[src/rtl/wbt_pkg.sv]
// Package: shared types and helpers for the write burst throttle.
// Assumes: used only at elaboration time for widths; no state lives here.
package wbt_pkg;

    // AXI burst length field (beats minus one)
    typedef logic [7:0] beats_t;

    // AXI write response code
    typedef logic [1:0] resp_t;

    // Bits needed to count from 0 up to n inclusive
    function automatic int cnt_bits(input int n);
        return (n < 1) ? 1 : $clog2(n + 1);
    endfunction

    // Bits needed to index n entries (at least one)
    function automatic int idx_bits(input int n);
        return (n < 2) ? 1 : $clog2(n);
    endfunction

endpackage

[src/rtl/wbt_fifo.sv]
// Module: wbt_fifo
// A valid/ready first-in first-out buffer of DEPTH entries of WIDTH bits.
// DEPTH = 0 builds a wire-through with no storage.
// Assumes: the writer holds in_data stable while in_valid is high and
// in_ready is low; the head entry stays stable until it is popped.
module wbt_fifo
    import wbt_pkg::*;
#(
    parameter int WIDTH = 8,
    parameter int DEPTH = 4
) (
    input  logic             clk,
    input  logic             rst_n,
    input  logic             in_valid,
    output logic             in_ready,
    input  logic [WIDTH-1:0] in_data,
    output logic             out_valid,
    input  logic             out_ready,
    output logic [WIDTH-1:0] out_data
);

    generate
        if (DEPTH == 0) begin : g_wire
            // Wire-through variant: no storage, handshake passes straight on
            wire unused_pt = &{1'b0, clk, rst_n};
            assign out_valid = in_valid;
            assign in_ready  = out_ready;
            assign out_data  = in_data;
        end else begin : g_store
            localparam int PW = idx_bits(DEPTH);
            localparam int CW = cnt_bits(DEPTH);
            localparam logic [PW-1:0] LAST_IDX = PW'(DEPTH - 1);
            localparam logic [CW-1:0] FULL_CNT = CW'(DEPTH);

            logic [WIDTH-1:0] mem [DEPTH];
            logic [PW-1:0]    wr_ptr;
            logic [PW-1:0]    rd_ptr;
            logic [CW-1:0]    fill;
            logic             push;
            logic             pop;

            assign in_ready  = (fill != FULL_CNT);
            assign out_valid = (fill != '0);
            assign out_data  = mem[rd_ptr];
            assign push      = in_valid && in_ready;
            assign pop       = out_valid && out_ready;

            // Store incoming entries at the write pointer
            always_ff @(posedge clk) begin
                if (push) begin
                    mem[wr_ptr] <= in_data;
                end
            end

            // Advance pointers and occupancy; reset empties the buffer
            always_ff @(posedge clk) begin
                if (!rst_n) begin
                    wr_ptr <= '0;
                    rd_ptr <= '0;
                    fill   <= '0;
                end else begin
                    if (push) begin
                        wr_ptr <= (wr_ptr == LAST_IDX) ? '0 : wr_ptr + 1'b1;
                    end
                    if (pop) begin
                        rd_ptr <= (rd_ptr == LAST_IDX) ? '0 : rd_ptr + 1'b1;
                    end
                    case ({push, pop})
                        2'b10:   fill <= fill + 1'b1;
                        2'b01:   fill <= fill - 1'b1;
                        default: fill <= fill;
                    endcase
                end
            end

            // occupancy never exceeds the configured depth
            p_no_overflow_r3: assert property (@(posedge clk) disable iff (!rst_n)
                fill <= FULL_CNT)
                else $error("fifo occupancy above depth");

            // the head entry holds while it waits for the reader
            p_head_stable_r5: assert property (@(posedge clk) disable iff (!rst_n)
                (out_valid && !out_ready) |=> (out_valid && $stable(out_data)))
                else $error("fifo head changed before pop");
        end
    endgenerate

endmodule

[src/rtl/wbt_burst_track.sv]
// Module: wbt_burst_track
// Keeps two counts of bursts in the data buffer: complete bursts not yet
// given an address, and bursts whose address has gone downstream but whose
// beats have not all left. The first count gates address release; the
// second gates the downstream data valid.
// Assumes: every burst ends with exactly one beat marked last, and an
// address is released only while aw_allow is high.
module wbt_burst_track
    import wbt_pkg::*;
#(
    parameter int DEPTH = 16
) (
    input  logic clk,
    input  logic rst_n,
    input  logic push_last,
    input  logic aw_fire,
    input  logic pop_last,
    output logic aw_allow,
    output logic w_allow
);

    localparam int CW = cnt_bits(DEPTH);

    logic [CW-1:0] waiting;
    logic [CW-1:0] granted;

    assign aw_allow = (waiting != '0);
    assign w_allow  = (granted != '0);

    // Complete bursts that still lack a downstream address
    always_ff @(posedge clk) begin
        if (!rst_n) begin
            waiting <= '0;
        end else begin
            case ({push_last, aw_fire})
                2'b10:   waiting <= waiting + 1'b1;
                2'b01:   waiting <= waiting - 1'b1;
                default: waiting <= waiting;
            endcase
        end
    end

    // Released bursts whose beats are still draining
    always_ff @(posedge clk) begin
        if (!rst_n) begin
            granted <= '0;
        end else begin
            case ({aw_fire, pop_last})
                2'b10:   granted <= granted + 1'b1;
                2'b01:   granted <= granted - 1'b1;
                default: granted <= granted;
            endcase
        end
    end

    // an address is never released without a complete burst behind it
    p_release_has_burst_r2: assert property (@(posedge clk) disable iff (!rst_n)
        aw_fire |-> (waiting != '0))
        else $error("address released with no complete burst");

    // a last beat never leaves for a burst that has no address yet
    p_last_was_granted_r4: assert property (@(posedge clk) disable iff (!rst_n)
        pop_last |-> (granted != '0))
        else $error("last beat left without a released address");

endmodule

[src/rtl/wr_burst_throttle.sv]
// Module: wr_burst_throttle
// Holds each write address until its whole data burst is buffered, then
// releases the address and drains the burst downstream without gaps.
// The write response channel is wired straight through.
// Assumes: one clock for both sides; DATA_DEPTH >= MAX_BURST; each
// upstream burst carries exactly one beat with s_w_last set.
module wr_burst_throttle
    import wbt_pkg::*;
#(
    parameter int ADDR_W     = 32,
    parameter int ID_W       = 4,
    parameter int DATA_W     = 32,
    parameter int MAX_BURST  = 16,
    parameter int DATA_DEPTH = 16,
    parameter int ADDR_DEPTH = 4
) (
    input  logic              clk,
    input  logic              rst_n,
    input  logic              s_aw_valid,
    output logic              s_aw_ready,
    input  logic [ADDR_W-1:0] s_aw_addr,
    input  logic [7:0]        s_aw_len,
    input  logic [ID_W-1:0]   s_aw_id,
    input  logic              s_w_valid,
    output logic              s_w_ready,
    input  logic [DATA_W-1:0] s_w_data,
    input  logic [DATA_W/8-1:0] s_w_strb,
    input  logic              s_w_last,
    output logic              s_b_valid,
    input  logic              s_b_ready,
    output logic [ID_W-1:0]   s_b_id,
    output logic [1:0]        s_b_resp,
    output logic              m_aw_valid,
    input  logic              m_aw_ready,
    output logic [ADDR_W-1:0] m_aw_addr,
    output logic [7:0]        m_aw_len,
    output logic [ID_W-1:0]   m_aw_id,
    output logic              m_w_valid,
    input  logic              m_w_ready,
    output logic [DATA_W-1:0] m_w_data,
    output logic [DATA_W/8-1:0] m_w_strb,
    output logic              m_w_last,
    input  logic              m_b_valid,
    output logic              m_b_ready,
    input  logic [ID_W-1:0]   m_b_id,
    input  logic [1:0]        m_b_resp
);

    localparam int STRB_W = DATA_W / 8;
    localparam int AWW    = ID_W + $bits(beats_t) + ADDR_W;
    localparam int WW     = STRB_W + 1 + DATA_W;

    // Elaboration sanity: a maximum burst must fit in the data buffer
    initial begin
        assert (DATA_DEPTH >= MAX_BURST && DATA_DEPTH > 0)
            else $error("DATA_DEPTH must be at least MAX_BURST");
    end

    logic [AWW-1:0] aw_in_pack;
    logic [AWW-1:0] aw_out_pack;
    logic           aw_head_valid;
    logic           aw_head_take;
    logic [WW-1:0]  w_in_pack;
    logic [WW-1:0]  w_out_pack;
    logic           w_head_valid;
    logic           w_head_take;
    logic           aw_allow;
    logic           w_allow;
    logic           push_last;
    logic           pop_last;
    logic           aw_fire;

    // Pack address and data payloads for the buffers
    assign aw_in_pack = {s_aw_id, beats_t'(s_aw_len), s_aw_addr};
    assign w_in_pack  = {s_w_strb, s_w_last, s_w_data};

    wbt_fifo #(
        .WIDTH (AWW),
        .DEPTH (ADDR_DEPTH)
    ) u_aw_buf (
        .clk       (clk),
        .rst_n     (rst_n),
        .in_valid  (s_aw_valid),
        .in_ready  (s_aw_ready),
        .in_data   (aw_in_pack),
        .out_valid (aw_head_valid),
        .out_ready (aw_head_take),
        .out_data  (aw_out_pack)
    );

    wbt_fifo #(
        .WIDTH (WW),
        .DEPTH (DATA_DEPTH)
    ) u_w_buf (
        .clk       (clk),
        .rst_n     (rst_n),
        .in_valid  (s_w_valid),
        .in_ready  (s_w_ready),
        .in_data   (w_in_pack),
        .out_valid (w_head_valid),
        .out_ready (w_head_take),
        .out_data  (w_out_pack)
    );

    // Burst boundary events seen by the tracker
    assign push_last = s_w_valid && s_w_ready && s_w_last;
    assign aw_fire   = m_aw_valid && m_aw_ready;
    assign pop_last  = m_w_valid && m_w_ready && m_w_last;

    wbt_burst_track #(
        .DEPTH (DATA_DEPTH)
    ) u_track (
        .clk       (clk),
        .rst_n     (rst_n),
        .push_last (push_last),
        .aw_fire   (aw_fire),
        .pop_last  (pop_last),
        .aw_allow  (aw_allow),
        .w_allow   (w_allow)
    );

    // Downstream address: offered only with a complete burst waiting
    assign m_aw_valid   = aw_head_valid && aw_allow;
    assign aw_head_take = m_aw_ready && aw_allow;
    assign {m_aw_id, m_aw_len, m_aw_addr} = aw_out_pack;

    // Downstream data: offered only for bursts whose address has gone
    assign m_w_valid   = w_head_valid && w_allow;
    assign w_head_take = m_w_ready && w_allow;
    assign {m_w_strb, m_w_last, m_w_data} = w_out_pack;

    // Response channel wire-through
    assign s_b_valid = m_b_valid;
    assign s_b_id    = m_b_id;
    assign s_b_resp  = m_b_resp;
    assign m_b_ready = s_b_ready;

    // once offered, downstream data valid holds until taken
    p_w_hold_r4: assert property (@(posedge clk) disable iff (!rst_n)
        (m_w_valid && !m_w_ready) |=> m_w_valid)
        else $error("downstream data valid dropped before handshake");

    // a burst that has started draining has its next beat ready at once
    p_w_gapless_r4: assert property (@(posedge clk) disable iff (!rst_n)
        (m_w_valid && m_w_ready && !m_w_last) |=> m_w_valid)
        else $error("gap inside a downstream burst");

    // the beat and its last flag hold while waiting
    p_w_stable_r5: assert property (@(posedge clk) disable iff (!rst_n)
        (m_w_valid && !m_w_ready) |=>
            ($stable(m_w_data) && $stable(m_w_strb) && $stable(m_w_last)))
        else $error("downstream beat changed before handshake");

    // a released address holds until accepted
    p_aw_hold_r6: assert property (@(posedge clk) disable iff (!rst_n)
        (m_aw_valid && !m_aw_ready) |=>
            (m_aw_valid && $stable(m_aw_addr) && $stable(m_aw_len) && $stable(m_aw_id)))
        else $error("downstream address changed before handshake");

endmodule

[config.mk]
export PLATFORM = sky130hd
export DESIGN_NAME = wr_burst_throttle
export DESIGN_NICKNAME = d
export VERILOG_FILES = /design/src/rtl/wbt_pkg.sv /design/src/rtl/wbt_fifo.sv /design/src/rtl/wbt_burst_track.sv /design/src/rtl/wr_burst_throttle.sv
export SDC_FILE = /design/constraint.sdc
export NUM_CORES = 1
export LEC_CHECK = 0
export ABC_AREA = 1
export CAP_MARGIN = 30
export CORE_MARGIN = 3
export CORE_UTILIZATION = 43
export DETAILED_ROUTE_END_ITERATION = 10
export PLACE_DENSITY = 0.62
export SLEW_MARGIN = 15
export SYNTH_ARGS = -nofsm -noshare
export SYNTH_HDL_FRONTEND = slang
export SYNTH_SLANG_ARGS = --single-unit
[constraint.sdc]
create_clock -name clk -period 5.1 [get_ports clk]
set_input_delay 0.51 -clock clk [delete_from_list [all_inputs] [get_ports clk]]
set_output_delay 0.51 -clock clk [all_outputs]
set_load 0.005 [all_outputs]
==> results.json <==
{
  "syn_nets": 2736,
  "p_sw_w": 0.00599,
  "grt_pass1_vias": 20400,
  "grt_pass1_wl_mm": 121,
  "cp.arrival_ps": 3410,
  "hold_path.class": "reg -> reg",
  "final-hold-violation-count": 0,
  "cts_tree": "yes",
  "cts_buffers": 84,
  "tightest_slew_ps": 971,
  "rows": 99,
  "synth_xor_area_frac": 0.00136,
  "setup_violations": 0,
  "gr-total-overflow": 0,
  "wl_per_cell_um": 21.2,
  "syn_to_final_growth_pct": 15.9,
  "synth_compound_area_frac": 0.0758,
  "root_buffer": "clkbuf_16",
  "rsz0062_at_grt": "no",
  "grt_max_degree": 184,
  "power_leakage_nw": 12.7,
  "dieArea_mm2": 0.0784,
  "status": "finished, final reports clean",
  "finalCritPeriodShare": 0.769,
  "power.density_mw_per_mm2": 501,
  "viasPerCell": 5.47,
  "cp-start-kind": "flip-flop",
  "relSlewSlack": 0.351,
  "syn_avg_cell_area_um2": 12.3,
  "fp.dieH_um": 280,
  "timing.fmax_ghz": 0.255,
  "io_buffers": 171,
  "final_cells": 3777,
  "placed_area_mm2": 0.0348,
  "place.gp.congestion": 0.795,
  "clock_tree.buffer_depth": 3,
  "setup_tns_ps": 0,
  "path_class": "reg -> out",
  "fp.dieW_um": 280,
  "drive_above_1_share": 0.0721,
  "power_frac_seq": 0.412,
  "synth_fa_ha_area_frac": 0.0114,
  "synth-simple-area-share": 0.137,
  "intPower_w": 0.0127,
  "design_area_mm2": 0.0374,
  "postCtsSetupBuffers": 0,
  "muxShareOfSynthArea": 0,
  "first_iter_violations": 1968,
  "clkTransAtPathRegs_ps": 60,
  "insertion_delay_ps": 630,
  "setup.worst_path.end_class": "output pin",
  "vdd_drop_max_uv": 446,
  "core_mm2": 0.0737,
  "synthDistinctLibCells": 29,
  "cts_htree_levels": 3,
  "syn-cell-area_mm2": 0.0323,
  "antenna_found_initial": 5,
  "track_usage": 0.201,
  "drt-pass1-iter-count": 5,
  "required_ps": 4590,
  "combPwrFrac": 0.287,
  "cts.sinks": 804,
  "final-max-slew-violation-count": 0,
  "clockPowerShare": 0.301,
  "synth_top_family_by_area": "simple AND/OR/NAND/NOR gates",
  "ys_ff_latch": 804,
  "skew_ps": 25.2,
  "layout.nets": 2876,
  "dp.cells": 3625,
  "vias": 20700,
  "cts_resized": 0,
  "maxCapViolations": 0,
  "p_sw_frac": 0.320,
  "ys_warn_count": 0,
  "drc": 0,
  "drt-total-wl_mm": 80.2,
  "layout_commonest_cell": "edfxtp_1",
  "ant_nets": 0,
  "initial_core_util": 0.438,
  "syn_inst": 2614,
  "ctsHoldBuffers": 0,
  "worstPathMaxFanout": 45,
  "hpwl_mm": 44.3,
  "seq_area_frac_synth": 0.737,
  "period_needed_ps": 3920,
  "io_pins": 188,
  "final_cell_mix": "edfxtp_1, nor2_1, o21ai_0"
}
## state kept, by name (all words and copies together), names as in the netlist, 3 cells and up, named ones only
name and count:
u_w_buf.g_store.mem 592, u_aw_buf.g_store.mem 176, u_track.granted 5, u_track.waiting 5
u_w_buf.g_store.fill 5, u_w_buf.g_store.rd_ptr 4, u_w_buf.g_store.wr_ptr 4, u_aw_buf.g_store.fill 3
## Yosys cell counts (all sizes together)
| master | number | share of area |
|---|---|---|
| o22ai | 44 | 0.0085 |
| a211oi | 1 | 0.00023 |
| xnor2 | 1 | 0.00027 |
| inv | 80 | 0.0094 |
| buf | 85 | 0.020 |
| edfxtp | 768 | 0.71 |
| nand2 | 141 | 0.016 |
| ha | 23 | 0.0089 |
| nor2 | 677 | 0.081 |
| dfxtp | 36 | 0.022 |
| or2 | 3 | 0.00058 |
| xor2 | 4 | 0.0011 |
| nand4 | 5 | 0.00097 |
| clkbuf | 73 | 0.0085 |
| fa | 4 | 0.0025 |
| o21ai | 378 | 0.059 |
| nand3 | 243 | 0.038 |
| o211ai | 18 | 0.0042 |
| a21oi | 27 | 0.0042 |
| clkinv | 1 | 0.00012 |
| nor3 | 2 | 0.00031 |
## logic make-up (layout without fill, tap and decap cells)
group                    count (synthesis)  count (layout)
buffers and inverters                  239             440
flip-flops                             804             804
AND/OR/NAND/NOR                       1071            1071
XOR/XNOR                                 5               5
AO/OA/AOI/OAI                          468             468
other                                    0               3
adder cells (fa/ha/maj)                 27              27
## power groups by stage
stage          clock network, W  logic (W)  registers (W)
2_1_floorplan                 0    0.00338        0.00776
3_3_place_gp                  0    0.00528        0.00783
3_5_place_dp                  0    0.00538        0.00785
4_1_cts                 0.00575    0.00542        0.00771
5_1_grt                 0.00600    0.00598        0.00774
6_report                0.00564    0.00537        0.00771
## metrics by stage
stage	hold WS [ps]	total power, W	utilization	setup slack, ps
detailed placement	485	0.0132	0.473	1600
global route	496	0.0197	0.508	1070
finish	497	0.0187	0.508	1180
global placement	474	0.0131	0.472	1600
floorplan	456	0.0111	-	1060
CTS	471	0.0189	0.507	1180
## critical path, stage by stage, from the launching register on
cell	delay, ps
dfxtp_4	480
inv_2	570
buf_4	700
nand3_1	150
nand3_1	110
nand2_1	160
clkdlybuf4s50_1	570
## path summary, 6_finish.rpt
path / from / end / slack (ps) / cells after the start
max: flip-flop / m_w_strb[2] / 1180 / 6
min: u_track.waiting[4] / u_track.waiting[4] / 500 / 2
max reg2reg: flip-flop / u_track.granted[4] / 1870 / 13
min reg2reg: u_track.waiting[4] / u_track.waiting[4] / 500 / 2
## per-layer routing
layer  vias to the layer above  global-route usage  wire length [um]
li1                       9578                   -                 -
met1                     10200               0.262             33000
met2                       683               0.338             39400
met3                       151              0.0442              5760
met4                         4              0.0614              2020
met5                         -                   0                24
## layout make-up
cell class                      instances  area (um2)
Multi-Input combinational cell       1571        7420
Timing Repair Buffer                  212        2170
Clock inverter                         35         310
Fill cell                            6201       36300
Antenna cell                            3        7.51
Clock buffer                          112        2210
Inverter                               81         314
Tap cell                              959        1200
Sequential cell                       804       23800
Power figures use the tool's default switching activity.
